--- config.mk ---
export PLATFORM = sky130hd
export DESIGN_NAME = vsync_field_router
export DESIGN_NICKNAME = d
export VERILOG_FILES = /design/src/rtl/vsync_field_router.sv
export SDC_FILE = /design/constraint.sdc
export NUM_CORES = 1
export LEC_CHECK = 0
export BUFFER_PORTS_ARGS = -buffer_cell sky130_fd_sc_hd__buf_2
export CAP_MARGIN = 20
export CORE_MARGIN = 8
export CORE_UTILIZATION = 45
export DETAILED_ROUTE_END_ITERATION = 8
export GPL_ROUTABILITY_DRIVEN = 0
export PLACE_DENSITY = 0.9
export REMOVE_ABC_BUFFERS = 1
export SLEW_MARGIN = 15
export SYNTH_ARGS = -nofsm -noshare
export SYNTH_HDL_FRONTEND = slang
export SYNTH_SLANG_ARGS = --single-unit
--- constraint.sdc ---
create_clock -name clk -period 3.7 [get_ports clk]
set_input_delay 0.37 -clock clk [delete_from_list [all_inputs] [get_ports clk]]
set_output_delay 0.37 -clock clk [all_outputs]
set_load 0.01 [all_outputs]
--- src/rtl/vsync_field_router.sv ---
module vsync_field_router #(
  parameter int LINE_W    = 11,
  parameter int PULSE_LEN = 32,
  localparam int CNT_W    = $clog2(PULSE_LEN + 1)
) (
  input  logic              clk,
  input  logic              rst_n,
  input  logic [2:0]        pin_sel,
  input  logic [1:0]        fld_sel,
  input  logic [2:0]        dcv_sel,
  input  logic              sw_trig,
  input  logic              pin_sync_in,
  input  logic              dc_vsync_in,
  input  logic              vblank_in,
  input  logic              field_in,
  input  logic              page_lsb_in,
  input  logic [LINE_W-1:0] cur_line,
  input  logic [LINE_W-1:0] tgt_line,
  output logic              pin_sync_out,
  output logic              field_to_dc,
  output logic              vsync_to_dc,
  output logic              sw_pulse
);

  logic [CNT_W-1:0] cnt_q;
  logic             pls_q;
  logic             pin_d, fld_d, dcv_d;
  logic             line_hit;
  logic             fire;

  assign line_hit = (cur_line == tgt_line);
  assign fire     = sw_trig && !pls_q;
  assign sw_pulse = pls_q;

  always_comb begin
    unique case (pin_sel)
      3'b001:  pin_d = dc_vsync_in;
      3'b010:  pin_d = !dc_vsync_in;
      3'b011:  pin_d = pls_q;
      default: pin_d = 1'b0;
    endcase
  end

  always_comb begin
    unique case (fld_sel)
      2'b00:   fld_d = field_in;
      2'b01:   fld_d = !field_in;
      2'b10:   fld_d = page_lsb_in;
      default: fld_d = !page_lsb_in;
    endcase
  end

  always_comb begin
    unique case (dcv_sel)
      3'b000:  dcv_d = pin_sync_in;
      3'b001:  dcv_d = !pin_sync_in;
      3'b010:  dcv_d = vblank_in;
      3'b011:  dcv_d = !vblank_in;
      3'b100:  dcv_d = field_in;
      3'b101:  dcv_d = !field_in;
      3'b110:  dcv_d = line_hit;
      default: dcv_d = 1'b0;
    endcase
  end

  always_ff @(posedge clk) begin
    if (!rst_n) begin
      cnt_q <= '0;
      pls_q <= 1'b0;
    end else if (fire) begin
      cnt_q <= CNT_W'(PULSE_LEN - 1);
      pls_q <= 1'b1;
    end else begin
      if (cnt_q != '0) cnt_q <= cnt_q - 1'b1;
      pls_q <= (cnt_q != '0);
    end
  end

  always_ff @(posedge clk) begin
    if (!rst_n) begin
      pin_sync_out <= 1'b0;
      field_to_dc  <= 1'b0;
      vsync_to_dc  <= 1'b0;
    end else begin
      pin_sync_out <= pin_d;
      field_to_dc  <= fld_d;
      vsync_to_dc  <= dcv_d;
    end
  end

endmodule

==> results.json, run 1 <==
{
  "run_status": "finished clean",
  "grtUsageMet2_pct": 20.67,
  "nFillCells": 135,
  "grt_pass1_wl_um": 2994,
  "num_antenna_cells": 0,
  "async_flop_share_pct": 0,
  "syn_inst": 80,
  "drive_gt1_share_pct": 39.52,
  "cts_root_buffer": "clkbuf_4",
  "cts_tree": "done",
  "critPathArrivalTime_ps": 1610,
  "grt-ovfl-total": 0,
  "via_count": 746,
  "layout_common_cells": "buf_2 (41), xnor2_1 (13), dfxtp_1 (10)",
  "grt_antenna_before_repair": 0,
  "path_class": "reg2reg",
  "use_met3_pct": 5.708,
  "clkPwrFrac_pct": 20.7,
  "critPathMaxFanout": 4,
  "synth_area_um2": 700.7,
  "cts.sinks": 10,
  "synth-seq-cells": 10,
  "start_util_pct": 47.06,
  "use_met1_pct": 10.25,
  "drv_slew": 0,
  "slowest_stage": "dfxtp_1",
  "synthTopCellsByArea": "dfxtp_1 (29%), xnor2_1 (16%), inv_1 (3.8%)",
  "cp-end-kind": "flip-flop",
  "peakVddDrop_v": 0.0001947,
  "synth.top_cell.area_share_pct": 28.57,
  "viasPerCell": 5.329,
  "clk_path_buf_depth": 2,
  "hpwl_um": 1469,
  "fin_setup_tns_ps": 0,
  "grt_max_degree": 9,
  "avgSynthCellArea_um2": 8.758,
  "slowest_delay_ps": 330,
  "grt_pass1_vias": 796,
  "wl_per_cell_um": 12.54,
  "fp.dieW_um": 55.46,
  "power_density_mw_per_mm2": 493.9,
  "cts-resized-gates": 0,
  "skew_ps": 0.4413,
  "worstSkewPairLatency_ps": 260,
  "hold_class": "in2reg",
  "fin_util_pct": 63.87,
  "worstMarginPinSlew_ps": 282.7,
  "synth_warnings": 0,
  "nNetsFinal": 165,
  "synth_edf_count": 0,
  "post_cts_buffers": 0,
  "final_antenna_net_count": 0,
  "mostFrequentLayoutCell": "buf_2",
  "finalHoldWorstSlack_ps": 269.7,
  "fp.dieH_um": 55.46,
  "seq_area_frac_synth_pct": 28.57,
  "top_usage_layer": "met2",
  "critPathLaunchType": "flip-flop",
  "leakage_nw": 0.4659,
  "dieArea_mm2": 0.003076,
  "core_mm2": 0.001489,
  "finalHoldViolations": 0,
  "setup_viol": 0,
  "intPower_uw": 302.2,
  "rsz0062_at_grt": "no",
  "port_buffers": 41,
  "crit_required_ps": 3880,
  "finalCritPeriodShare_pct": 38.64,
  "cts.reportedPaths.clkPinSlew_ps": 60,
  "cts_hold_buffers": 0,
  "synth.distinct_cells": 30,
  "maxCapViolations": 0,
  "row_count": 14,
  "drc": 0,
  "switching_power_uw": 167.5,
  "power_uw": 469.7,
  "wl_um": 1755,
  "p_comb_share_pct": 44.6,
  "yosys_most_used_dff": "dfxtp_1",
  "seqPwrFrac_pct": 34.7,
  "path_cells": "inv_1 -> ha_1 -> nor3b_1 -> xor2_1 -> nand2_1 -> a21oi_1",
  "io_pins": 42,
  "switching_share_pct": 35.66,
  "htree_levels": 1,
  "yosys.area.top_type": "dfxtp_1",
  "drtIter0Drc": 13,
  "numCtsBuffers": 3,
  "fmax_mhz": 699.5,
  "period_needed_ps": 1430,
  "grtUsageTotal_pct": 11.23,
  "area_growth_pct": 35.71,
  "firstDrtPassIters": 5,
  "relSlewSlack_pct": 81.16
}
power groups by stage:
stage	Combinational [mW]	Sequential (mW)	Clock [mW]
finish	0.210	0.163	0.0971
floorplan	0.150	0.162	0
detailed placement	0.204	0.164	0
global route	0.233	0.167	0.104
CTS	0.207	0.163	0.0989
global placement	0.197	0.164	0
cell families after synthesis:
family | Yosys count | share of synthesized area, %
simple gates | 25 | 22.32
fa+ha+maj | 2 | 3.571
compound gates | 17 | 16.43
flops | 10 | 28.57
mux | 3 | 4.999
xor+xnor | 15 | 18.75
buf+inv | 8 | 5.358
flip-flops by register name, summed over array words and instances (netlist names):
register      cells
sw_pulse          1
pin_sync_out      1
field_to_dc       1
cnt_q             6
vsync_to_dc       1
synth_stat cells, types with 2 or more instances:
cell and instances:
dfxtp_1 10, a31oi_1 2, xnor2_1 13, nor3b_1 3, inv_1 7, nand4_1 3, nand2_1 6, nor3_1 2
xor2_1 2, nor2_1 4, ha_1 2, a21oi_1 5, nand2b_1 2, o21ai_0 2, mux2i_1 2
metrics by stage:
step           setup slack, ps  std cells  instance area, um2
2_1_floorplan             2444         79               689.4
3_3_place_gp              2410        136               914.6
3_5_place_dp              2320        136               914.6
4_1_cts                   2286        140               950.9
5_1_grt                   2144        140               950.9
6_report                  2270        140               950.9
final timing paths:
| path | from | to | slack, ps | depth (start not counted) |
|---|---|---|---|---|
| worst max-delay path | cnt_q[1] | cnt_q[4] | 2270 | 6 |
| worst min-delay path | pin_sel[2] | pin_sync_out | 270 | 2 |
| worst max register to register | cnt_q[1] | cnt_q[4] | 2270 | 6 |
| worst min register to register | cnt_q[5] | cnt_q[5] | 540 | 2 |
metal layers:
metal	share of wire, %	wire [um]
met1	40	703
met2	50	872
met3	9.2	162
met4	0.97	17
met5	0	0
final cells by class:
cell class | count | area, um2 | area share (%)
clock buffer | 4 | 36.28 | 3.816
multi-input combinational | 62 | 462.9 | 48.68
tap | 16 | 20.02 | 2.105
sequential | 10 | 200.2 | 21.05
timing repair buffer | 41 | 205.2 | 21.58
inverter | 7 | 26.28 | 2.763
worst max-delay path: cells and delay by family, from the launching register on:
family          cells  cell delay [ps]
buf+inv             1              120
fa+ha+maj           1              200
xor+xnor            1              180
compound gates      1              190
flops               1              330
simple gates        2              330
No activity file was read; power rests on OpenSTA's default activity.
==> run 2, diff against run 1 <==
--- a/config.mk
+++ b/config.mk
@@ -8,10 +8,10 @@
 export BUFFER_PORTS_ARGS = -buffer_cell sky130_fd_sc_hd__buf_2
 export CAP_MARGIN = 20
 export CORE_MARGIN = 8
-export CORE_UTILIZATION = 45
+export CORE_UTILIZATION = 42
 export DETAILED_ROUTE_END_ITERATION = 8
 export GPL_ROUTABILITY_DRIVEN = 0
-export PLACE_DENSITY = 0.9
+export PLACE_DENSITY = 0.85
 export REMOVE_ABC_BUFFERS = 1
 export SLEW_MARGIN = 15
 export SYNTH_ARGS = -nofsm -noshare
==> constraint.sdc (replaced) <==
create_clock -name clk -period 1.5 [get_ports clk]
set_input_delay 0.15 -clock clk [delete_from_list [all_inputs] [get_ports clk]]
set_output_delay 0.15 -clock clk [all_outputs]
set_load 0.01 [all_outputs]
==> run 2 against run 1 <==
Total power is 140% higher. Die area is 5.1% higher. Highest routed layer unchanged. Worst hold slack worse by 240 ps. Sequential share of layout area stayed put. Clock-buffer cell count stayed put. Largest cell class unchanged. Non-clock buffer count stayed put. Register-to-register slack worse by 2100 ps. Sequential cell count stayed put. First-iteration DRC count is 7.7% lower. Clock skew is 7.3 ps higher. Combinational power is 140% higher.
==> results.json, run 2 (synthesis results as in run 1) <==
{
  "run_status": "finished clean",
  "fmax_mhz": 737.5,
  "start_util_pct": 45.45,
  "grt_pass1_wl_um": 3139,
  "wl_um": 1767,
  "setup_viol": 0,
  "relSlewSlack_pct": 80.55,
  "rsz0062_at_grt": "no",
  "final-seq-area_um2": 200.2,
  "mostFrequentLayoutCell": "buf_2",
  "drive_gt1_share_pct": 39.52,
  "final_antenna_net_count": 0,
  "dieArea_mm2": 0.003231,
  "multiInputGateArea_um2": 462.9,
  "finalHoldViolations": 0,
  "drtIter0Drc": 12,
  "worstSkewPairLatency_ps": 270,
  "power_density_mw_per_mm2": 1208,
  "grt_antenna_before_repair": 0,
  "hold_class": "in2reg",
  "critPathLaunchType": "flip-flop",
  "viasPerCell": 5.264,
  "cts_root_buffer": "clkbuf_4",
  "fp.dieW_um": 56.85,
  "path_class": "reg2reg",
  "grt-ovfl-total": 0,
  "cp-endpoint": "cnt_q[1]",
  "critPathArrivalTime_ps": 1560,
  "reg2reg_slack_ps": 140,
  "io_pins": 42,
  "crit_required_ps": 1700,
  "fp.dieH_um": 56.85,
  "largest_reg_flops": 6,
  "nNetsFinal": 165,
  "cts-resized-gates": 0,
  "clk_path_buf_depth": 2,
  "nFillCells": 148,
  "grt_pass1_vias": 834,
  "wl_per_cell_um": 12.62,
  "cts.reportedPaths.clkPinSlew_ps": 70,
  "cts_hold_buffers": 0,
  "port_buffers": 41,
  "leakage_nw": 0.4659,
  "layout_common_cells": "buf_2 (41), xnor2_1 (13), dfxtp_1 (10)",
  "cts_tree": "done",
  "num_antenna_cells": 0,
  "cp-end-kind": "flip-flop",
  "drc": 0,
  "layout_setup_ws_ps": 144.1,
  "reg2reg_to": "cnt_q[1]",
  "reg2reg_from": "cnt_q[0]",
  "maxCapViolations": 0,
  "drv_slew": 0,
  "htree_levels": 1,
  "top_register": "cnt_q",
  "finalHoldWorstSlack_ps": 33.61,
  "via_count": 737,
  "skew_ps": 7.748,
  "worstMarginPinSlew_ps": 291.7,
  "core_mm2": 0.001541,
  "critPathMaxFanout": 6,
  "post_cts_buffers": 0,
  "numCtsBuffers": 3,
  "fin_setup_tns_ps": 0,
  "hpwl_um": 1549,
  "critPathLaunch": "cnt_q[0]",
  "period_needed_ps": 1356,
  "area_growth_pct": 35.71,
  "cts.sinks": 10,
  "reg2reg_depth": 5,
  "firstDrtPassIters": 4,
  "grtUsageTotal_pct": 11.47,
  "peakVddDrop_v": 0.0006011,
  "row_count": 14,
  "grt_max_degree": 9,
  "dp_slack_ps": 155.7,
  "finalCritPeriodShare_pct": 90.39
}
==> run 2: cell counts in the layout (fill, tap and decap cells not counted) <==
No cell type changed its count.
==> run 2: through the flow <==
step | cell area [um2] | instances | util, % | total power, mW
after CTS | 950.9 | 140 | 61.69 | 1.161
after global placement | 914.6 | 136 | 59.33 | 0.8837
after floorplan | 689.4 | 79 | - | 0.7715
after global routing | 950.9 | 140 | 61.69 | 1.252
final | 950.9 | 140 | 61.69 | 1.148
after detailed placement | 914.6 | 136 | 59.33 | 0.9130
==> run 2: metal layers <==
layer  global-route usage (%)  up-vias  share of wire, %  wire length (um)
met3                    6.517        2               9.7               171
met1                    10.29      330                39               687
li1                         -      371                 -                 -
met5                        0        -                 0                 0
met2                    22.26       34                51               900
met4                    1.007        0              0.45                 8
==> run 2: how the worst min path moves through the flow <==
stage               startpoint      endpoint  slack [ps]  cells past startpoint
finish              pin_sel[2]  pin_sync_out          30                      2
global route        pin_sel[2]  pin_sync_out          30                      2
CTS                 pin_sel[2]  pin_sync_out          30                      2
detailed placement  pin_sel[2]  pin_sync_out         320                      2
global placement    pin_sel[2]  pin_sync_out         320                      2
floorplan           pin_sel[2]  pin_sync_out         230                      1
==> run 2: cell type report <==
class,count,area share [%]
sequential,10,21.05
clock buffer,4,3.816
multi-input combinational,62,48.68
tap,16,2.105
timing repair buffer,41,21.58
inverter,7,2.763
==> run 2: worst max-delay path, stage by stage (launching register included) <==
cell and delay, ps:
dfxtp_1 380, inv_1 90, ha_1 250, nand3b_4 130, mux2_4 310, a21oi_2 130
==> run 2: power by group <==
| part | switching [mW] | internal (mW) | total, mW |
|---|---|---|---|
| combinational | 0.238 | 0.266 | 0.504 |
| clock | 0.0950 | 0.147 | 0.242 |
| sequential | 0.0699 | 0.332 | 0.402 |
